<file path="src/rtl/fetch_pkg.sv">
package fetch_pkg;

  typedef enum logic [2:0] {
    ST_IDLE,
    ST_PC2MAR,
    ST_READ,
    ST_INC,
    ST_IR,
    ST_AMAR,
    ST_OPRD,
    ST_DONE
  } fstate_e;

  typedef struct packed {
    logic ld_mar_pc;
    logic ld_mar_ir;
    logic ld_mbr;
    logic inc_pc;
    logic ld_ir;
  } uop_t;

endpackage

</file>
<file path="src/rtl/fetch_ctrl.sv">
module fetch_ctrl
  import fetch_pkg::*;
(
  input  logic clk_i,
  input  logic rst_ni,
  input  logic group_en_i,
  input  logic start_i,
  input  logic mbr_mode_i,
  output uop_t uop_o,
  output logic busy_o,
  output logic done_o,
  output logic mem_rd_o
);

  fstate_e state_q, state_d;

  always_comb begin
    state_d = state_q;
    unique case (state_q)
      ST_IDLE,
      ST_DONE:   state_d = start_i ? ST_PC2MAR : ST_IDLE;
      ST_PC2MAR: state_d = ST_READ;
      ST_READ:   state_d = group_en_i ? ST_IR : ST_INC;
      ST_INC:    state_d = ST_IR;
      ST_IR:     state_d = mbr_mode_i ? ST_AMAR : ST_DONE;
      ST_AMAR:   state_d = ST_OPRD;
      ST_OPRD:   state_d = ST_DONE;
      default:   state_d = ST_IDLE;
    endcase
  end

  always_ff @(posedge clk_i or negedge rst_ni) begin
    if (!rst_ni) state_q <= ST_IDLE;
    else         state_q <= state_d;
  end

  always_comb begin
    uop_o           = '0;
    uop_o.ld_mar_pc = (state_q == ST_PC2MAR);
    uop_o.ld_mar_ir = (state_q == ST_AMAR);
    uop_o.ld_mbr    = (state_q == ST_READ) || (state_q == ST_OPRD);
    // grouped schedule folds the increment into the read step
    uop_o.inc_pc    = (state_q == ST_INC) || ((state_q == ST_READ) && group_en_i);
    uop_o.ld_ir     = (state_q == ST_IR);
  end

  assign busy_o   = (state_q != ST_IDLE) && (state_q != ST_DONE);
  assign done_o   = (state_q == ST_DONE);
  assign mem_rd_o = uop_o.ld_mbr;

endmodule

</file>
<file path="src/rtl/fetch_dp.sv">
module fetch_dp
  import fetch_pkg::*;
#(
  parameter int unsigned ADDR_W = 12,
  parameter int unsigned DATA_W = 16
) (
  input  logic              clk_i,
  input  logic              rst_ni,
  input  uop_t              uop_i,
  input  logic [DATA_W-1:0] mem_rdata_i,
  output logic [ADDR_W-1:0] pc_o,
  output logic [ADDR_W-1:0] mar_o,
  output logic [DATA_W-1:0] mbr_o,
  output logic [DATA_W-1:0] ir_o
);

  localparam logic [ADDR_W-1:0] PcStep = ADDR_W'(1);

  logic [ADDR_W-1:0] pc_q, mar_q;
  logic [DATA_W-1:0] mbr_q, ir_q;

  always_ff @(posedge clk_i or negedge rst_ni) begin
    if (!rst_ni) begin
      pc_q  <= '0;
      mar_q <= '0;
      mbr_q <= '0;
      ir_q  <= '0;
    end else begin
      if (uop_i.ld_mar_pc)      mar_q <= pc_q;
      else if (uop_i.ld_mar_ir) mar_q <= ir_q[ADDR_W-1:0];
      if (uop_i.ld_mbr)         mbr_q <= mem_rdata_i;
      if (uop_i.inc_pc)         pc_q  <= pc_q + PcStep;
      if (uop_i.ld_ir)          ir_q  <= mbr_q;
    end
  end

  assign pc_o  = pc_q;
  assign mar_o = mar_q;
  assign mbr_o = mbr_q;
  assign ir_o  = ir_q;

endmodule

</file>
<file path="src/rtl/fetch_seq.sv">
module fetch_seq
  import fetch_pkg::*;
#(
  parameter int unsigned ADDR_W = 12,
  parameter int unsigned DATA_W = 16
) (
  input  logic              clk_i,
  input  logic              rst_ni,
  input  logic              group_en_i,
  input  logic              start_i,
  output logic              busy_o,
  output logic              done_o,
  output logic [ADDR_W-1:0] mem_addr_o,
  output logic              mem_rd_o,
  input  logic [DATA_W-1:0] mem_rdata_i,
  output logic [ADDR_W-1:0] pc_o,
  output logic [DATA_W-1:0] ir_o,
  output logic [DATA_W-1:0] operand_o
);

  localparam int unsigned ModeBit = DATA_W - 1;
  localparam int unsigned PadW    = DATA_W - ADDR_W;

  uop_t              uop;
  logic [DATA_W-1:0] mbr;

  fetch_ctrl u_ctrl (
    .clk_i      (clk_i),
    .rst_ni     (rst_ni),
    .group_en_i (group_en_i),
    .start_i    (start_i),
    .mbr_mode_i (mbr[ModeBit]),
    .uop_o      (uop),
    .busy_o     (busy_o),
    .done_o     (done_o),
    .mem_rd_o   (mem_rd_o)
  );

  fetch_dp #(.ADDR_W(ADDR_W), .DATA_W(DATA_W)) u_dp (
    .clk_i       (clk_i),
    .rst_ni      (rst_ni),
    .uop_i       (uop),
    .mem_rdata_i (mem_rdata_i),
    .pc_o        (pc_o),
    .mar_o       (mem_addr_o),
    .mbr_o       (mbr),
    .ir_o        (ir_o)
  );

  assign operand_o = ir_o[ModeBit] ? mbr : {{PadW{1'b0}}, ir_o[ADDR_W-1:0]};

endmodule

</file>
<file path="config.mk">
export PLATFORM = sky130hd
export DESIGN_NAME = fetch_seq
export DESIGN_NICKNAME = d
export VERILOG_FILES = /design/src/rtl/fetch_pkg.sv /design/src/rtl/fetch_ctrl.sv /design/src/rtl/fetch_dp.sv /design/src/rtl/fetch_seq.sv
export SDC_FILE = /design/constraint.sdc
export NUM_CORES = 1
export LEC_CHECK = 0
export CORE_ASPECT_RATIO = 0.9
export CORE_MARGIN = 1.5
export CORE_UTILIZATION = 60
export CTS_BUF_LIST = sky130_fd_sc_hd__clkbuf_16
export DETAILED_ROUTE_END_ITERATION = 10
export DONT_BUFFER_PORTS = 1
export GPL_TIMING_DRIVEN = 0
export PLACE_DENSITY = 0.75
export SLEW_MARGIN = 20
export SYNTH_ARGS = -nofsm -noshare
export SYNTH_HDL_FRONTEND = slang
export SYNTH_HIERARCHICAL = 1
export SYNTH_SLANG_ARGS = --single-unit
</file>
<file path="constraint.sdc">
create_clock -name clk_i -period 2.75 [get_ports clk_i]
set_clock_uncertainty 0.1 [all_clocks]
set_input_delay 0.6875 -clock clk_i [delete_from_list [all_inputs] [get_ports clk_i]]
set_output_delay 0.6875 -clock clk_i [all_outputs]
set_load 0.02 [all_outputs]
</file>
==> results of run 1 <==
## per-layer routing
layer	up-vias	track usage	wire, µm
li1	743	-	-
met1	808	0.306	2250
met2	54	0.361	2580
met3	7	0.108	384
met4	0	0.0856	61
met5	-	0	0
## worst paths after layout
path / from / end / slack, ps / cells past startpoint
max: u_ctrl/state_q[0]$_DFF_PN0_ / busy_o / 460 / 4
min: rst_ni / u_dp/ir_o[4]$_DFFE_PN0P_ / 140 / 1
max reg2reg: u_ctrl/state_q[1]$_DFF_PN0_ / u_dp/mbr_o[14]$_DFFE_PN0P_ / 620 / 6
min reg2reg: u_dp/mbr_o[13]$_DFFE_PN0P_ / u_dp/ir_o[13]$_DFFE_PN0P_ / 410 / 1
max in group asynchronous: rst_ni / u_dp/pc_o[9]$_DFFE_PN0P_ / 2170 / 1
min in group clk_i: u_dp/mbr_o[13]$_DFFE_PN0P_ / u_dp/ir_o[13]$_DFFE_PN0P_ / 410 / 1
## cells by family (layout without fill, tap and decap cells)
| group | Yosys count | after routing | share of synthesized area |
|---|---|---|---|
| compound gates | 18 | 18 | 0.0355 |
| xor+xnor | 11 | 11 | 0.0360 |
| fa+ha+maj | 1 | 1 | 0.00467 |
| buf+inv | 15 | 31 | 0.0351 |
| flops | 59 | 59 | 0.552 |
| mux | 58 | 58 | 0.246 |
| simple gates | 43 | 43 | 0.0907 |
## synth_stat cells, drive strengths merged, types with 4 or more instances
cell    n
nor2    8
mux2i  13
inv     4
nand2  16
o21ai  13
mux2   45
dfrtp  59
and2    4
xor2    6
xnor2   5
nor3    6
buf     9
## layout make-up
type / instances / area share
multi-input combinational: 131 / 0.365
tap: 60 / 0.0248
clock buffer: 9 / 0.0743
clock inverter: 6 / 0.00826
timing repair buffer: 1 / 0.00909
sequential: 59 / 0.487
buffer: 11 / 0.0260
inverter: 4 / 0.00496
## placed cells by master, fill, tap and decap left out, types with 4 or more instances in the layout
master and count:
xnor2_1 5, nor3_1 6, buf_2 5, nor2_1 8, mux2_4 6, clkbuf_16 9, xor2_1 6, mux2_2 39
mux2i_1 13, dfrtp_1 59, and2_2 4, o21ai_0 13, nand2_1 16
## worst max-delay path, cell delays in order, from the launching register on
cell and delay (ps):
dfrtp_1 310, buf_2 190, nand2_1 90, nor2_1 380
nor2_1 220
## metrics by stage
step	std cells	worst slack, ps	cell area [µm²]
2_1_floorplan	205	807	2680
3_3_place_gp	265	650	2750
3_5_place_dp	265	615	2750
4_1_cts	281	456	3030
5_1_grt	281	320	3030
6_report	281	463	3030
## where the power goes
| group | switching (W) | internal, W | total [W] | leakage (nW) |
|---|---|---|---|---|
| combinational | 0.000815 | 0.000772 | 0.00159 | 0.480 |
| sequential | 0.000712 | 0.00126 | 0.00197 | 0.711 |
| clock | 0.000340 | 0.000585 | 0.000924 | 0.129 |
| total | 0.00187 | 0.00262 | 0.00449 | 1.32 |
## flip-flops by register name, indices dropped and copies added (netlist names)
signal / count
u_dp/mbr_o: 16
u_ctrl/state_q: 3
u_dp/pc_o: 12
u_dp/mar_o: 12
u_dp/ir_o: 16
==> run summary, run 1 <==
run status -> finished, final reports clean
Ports -> 79
Layout area overhead -> 13.2%
Worst EP arrival -> 1500 ps
Post-Route WL -> 5270 µm
Die Y -> 66.4 µm
DR DRC count -> 0
Vias/cell -> 5.74
Pre-antenna DRT Iters -> 4
share of layout cells above drive strength 1 -> 0.348
Wirelength per Cell -> 18.8 µm
Max rail drop VDD -> 1.10 mV
Hold-fix buffers, CTS -> 1
PostCTS Resize Cnt -> 0
initial antenna violation count -> 0
fin util -> 0.724
synthesized area -> 2680 µm²
largest net degree at the start of global routing -> 60
Initial Utilization -> 0.640
GR Util All Layers -> 0.240
Fmax -> 437 MHz
Yosys reg bits -> 59
CTS tree -> yes
number of global-route vias before repair -> 1626
gpl congestion -> 0.791
post-CTS setup repair buffer count -> 0
Critical Path End Type -> output port
number of library cell types mapped by synthesis -> 30
Total Nets Final -> 238
Max-Cap Viols -> 0
setup violators final -> 0
initial detailed-routing violation count -> 64
worst-case hold slack -> 137 ps
Synth area leaders -> dfrtp_1 55%, mux2_2 16%, mux2i_1 4.9%
CP startpoint kind -> register
Async SR Flop Fraction -> 1.00
row count -> 22
part of the Yosys area used for sequential elements -> 0.552
Slew @ Worst Pin -> 610 ps
Final Power -> 0.00449 W
area of the multi-input gates -> 1110 µm²
worst hold path class -> input port to asynchronous set/reset pin
Clock Pin Slew Worst Setup and Hold Paths -> 50 ps
final hold viol count -> 0
Avg Cell Area, Syn -> 13.1 µm²
EDFF count, synth -> 0
Final ANT Viol Nets -> 0
Filler Cells Inserted -> 295
FF+latch area -> 1480 µm²
Cells after Synth -> 205
Worst Path Required -> 1960 ps
top-area cell type share of the netlist area -> 0.552
Ant. Diodes -> 0
unrepaired setup endpoints after global routing -> false
power density cells -> 1480 nW/µm²
peak fanout along the critical path -> 9
first-pass GRT wire length -> 8380 µm
Skew-Pair Late Insertion Delay -> 320 ps
Most used DFF post-synth -> dfrtp_1
Final Max Slew Viols -> 0
I/O Buffers -> 0
vias -> 1612
final setup TNS -> 0 ps
CTS Sinks -> 59
number of CTS-inserted buffers -> 9
Worst Setup Path Type -> register to output port
placed wire-length estimate -> 3720 µm
die area -> 4870 µm²
worst relative slew slack -> 0.592
crit path time final -> 2290 ps
global route overflow -> 0
Synth area leader -> dfrtp_1
net count after synthesis -> 226
leakage power -> 1.32 nW
Core ar. -> 4180 µm²
CTS max path bufs -> 2
DIE WIDTH -> 73.4 µm
Synthesis Warnings -> 6
fin crit share -> 0.832
Root Driver -> clkbuf_16
H-tree level count -> 3
Power figures use the tool's default switching activity.
==> run 2: changes to the inputs <==
- clock period: 2.75 -> 2.2 ns (I/O delays scaled with it)
==> run 2 against run 1 <==
Net effect: the flow now finishes with violations (hold timing); clock power up 24%; global-route usage stayed put; cell count unchanged; first-iteration DRC count increased by 16%; routed wire length decreased by 0.13%; sequential power rose by 25%; register-to-register slack worse by 430 ps; combinational power increased by 25%; sequential cell count is the same; clock-buffer cell count is the same; core utilization rose by 0.12 points; critical endpoint is now operand_o[11]; largest cell class unchanged; largest power group unchanged.
==> run summary, run 2 (synthesized netlist as in run 1, its figures left out) <==
start point of the critical path -> u_dp/ir_o[15]$_DFFE_PN0P_
crit path time final -> 2110 ps
GR Util All Layers -> 0.240 (unchanged)
fin crit share -> 0.960
Layout area overhead -> 13.4%
Die Y -> 66.4 µm (unchanged)
Ant. Diodes -> 0 (unchanged)
commonest non-fill, non-tap cell in the layout -> dfrtp_1
Vias/cell -> 5.80 (+1.1%)
first-pass GRT wire length -> 8380 µm (unchanged)
share of layout cells above drive strength 1 -> 0.357 (+0.00905)
global route overflow -> 0 (unchanged)
sw frac -> 0.416 (about the same)
FF+latch area -> 1480 µm² (unchanged)
peak fanout along the critical path -> 10 (+1)
FF-to-FF setup slack -> 190 ps (-430 ps)
I/O Buffers -> 0 (unchanged)
row count -> 22 (unchanged)
die area -> 4870 µm² (unchanged)
Wirelength per Cell -> 18.7 µm (-0.13%)
Max rail drop VDD -> 1.38 mV (+26%)
cells on worst reg2reg path -> 6 (unchanged)
unrepaired setup endpoints after global routing -> false
CTS max path bufs -> 2 (unchanged)
Fmax -> 473 MHz
CTS tree -> yes
Post-Route WL -> 5260 µm (-0.13%)
placed wire-length estimate -> 3720 µm (unchanged)
Comb pwr share -> 0.355 (about the same)
vias -> 1630 (+1.1%)
gpl congestion -> 0.791 (unchanged)
Core ar. -> 4180 µm² (unchanged)
number of global-route vias before repair -> 1626 (unchanged)
commonest non-fill, non-tap cells in the layout -> 59 x dfrtp_1, 39 x mux2_2, 16 x nand2_1, 13 x o21ai_0, 13 x mux2i_1
Critical Path End Type -> output port
Worst EP arrival -> 1460 ps (-40 ps)
worst-case hold slack -> -0.568 ps (-137 ps)
Ports -> 79 (unchanged)
Max-Cap Viols -> 0 (unchanged)
Final ANT Viol Nets -> 0 (unchanged)
run status -> complete, but fails checks
CP startpoint kind -> register
Sw Pwr -> 0.00234 W (+25%)
H-tree level count -> 3 (unchanged)
initial antenna violation count -> 0 (unchanged)
Skew-Pair Late Insertion Delay -> 320 ps (about the same)
final setup TNS -> 0 ps (unchanged)
setup slack after layout -> 87.1 ps (-376 ps)
failing checks -> hold timing
Pre-antenna DRT Iters -> 4 (unchanged)
power density cells -> 1850 nW/µm² (+25%)
pre-CTS setup slack -> 64.8 ps (-550 ps)
post-CTS setup repair buffer count -> 0 (unchanged)
Worst Setup Path Type -> register to output port
Final Max Slew Viols -> 0 (unchanged)
CTS Sinks -> 59 (unchanged)
DR DRC count -> 0 (unchanged)
Initial Utilization -> 0.640 (unchanged)
final hold viol count -> 1 (+1)
DIE WIDTH -> 73.4 µm (unchanged)
Clock Pin Slew Worst Setup and Hold Paths -> 50 ps (about the same)
Filler Cells Inserted -> 293 (-0.68%)
Int Power -> 0.00328 W (+25%)
Slew @ Worst Pin -> 610 ps (+0.873 ps)
leakage power -> 1.32 nW (about the same)
Total Nets Final -> 238 (unchanged)
Worst Path Required -> 1550 ps (-410 ps)
Critical Path End -> operand_o[11]
setup violators final -> 0 (unchanged)
number of CTS-inserted buffers -> 9 (unchanged)
sequential share of power -> 0.439 (about the same)
Root Driver -> clkbuf_16
largest net degree at the start of global routing -> 60 (unchanged)
worst r2r src -> u_ctrl/state_q[1]$_DFF_PN0_
reg2reg end -> u_dp/mbr_o[14]$_DFFE_PN0P_
area of the multi-input gates -> 1110 µm² (+0.45%)
worst hold path class -> input port to asynchronous set/reset pin
worst relative slew slack -> 0.592 (about the same)
Clock power frac -> 0.206 (about the same)
fin util -> 0.725 (+0.00120)
initial detailed-routing violation count -> 74 (+16%)
run 2: worst min-delay path by stage:
stage	startpoint	endpoint	slack [ps]	cells after the start
2_1_floorplan	rst_ni	u_ctrl/state_q[0]$_DFF_PN0_	150	0
3_3_place_gp	rst_ni	u_dp/ir_o[0]$_DFFE_PN0P_	160	0
3_5_place_dp	rst_ni	u_dp/mbr_o[0]$_DFFE_PN0P_	160	0
4_1_cts	rst_ni	u_dp/mar_o[3]$_DFFE_PN0P_	3	1
5_1_grt	rst_ni	u_dp/ir_o[5]$_DFFE_PN0P_	10	1
6_report	rst_ni	u_dp/ir_o[4]$_DFFE_PN0P_	-0.6	1
run 2: power groups by stage:
stage	clock network, W	registers [W]	logic (W)
CTS	0.00119	0.00247	0.00200
global route	0.00124	0.00254	0.00215
finish	0.00115	0.00247	0.00199
global placement	0	0.00244	0.00188
detailed placement	0	0.00248	0.00196
floorplan	0	0.00230	0.00172
run 2: final cells by class:
| class | instances | area share |
|---|---|---|
| repair buffers | 1 | 0.00907 |
| clock inverters | 6 | 0.00825 |
| well taps | 60 | 0.0247 |
| inverters | 4 | 0.00495 |
| clock buffers | 9 | 0.0742 |
| multi-input cells | 131 | 0.366 |
| flip-flops and latches | 59 | 0.487 |
| plain buffers | 11 | 0.0260 |
run 2: repair_timing:
action / CTS / global route
setup endpoints to repair: 0 / 11
endpoints found under the hold margin: 59 / 0
resized for setup: 0 / 2
hold buffers: 1 / 0
run 2: per-layer routing:
| metal | part of all wire | vias up | routed length [µm] | global-route usage |
|---|---|---|---|---|
| met5 | 0 | - | 0 | 0 |
| met2 | 0.49 | 57 | 2590 | 0.361 |
| met1 | 0.42 | 823 | 2220 | 0.306 |
| met3 | 0.074 | 7 | 389 | 0.108 |
| li1 | - | 743 | - | - |
| met4 | 0.012 | 0 | 61 | 0.0856 |
run 2: critical path, cell delays in order, from the launching register on:
cell and delay [ps]:
dfrtp_1 480, buf_6 180, buf_12 140, mux2_4 340
run 2: per-stage QoR:
| stage | total power [W] | cell area, µm² | instances | hold slack (ps) |
|---|---|---|---|---|
| after floorplan | 0.00403 | 2680 | 205 | 154 |
| after global placement | 0.00432 | 2750 | 265 | 156 |
| after detailed placement | 0.00444 | 2750 | 265 | 156 |
| after CTS | 0.00566 | 3030 | 281 | 3.19 |
| after global routing | 0.00594 | 3030 | 281 | 14.2 |
| final | 0.00561 | 3030 | 281 | -0.568 |
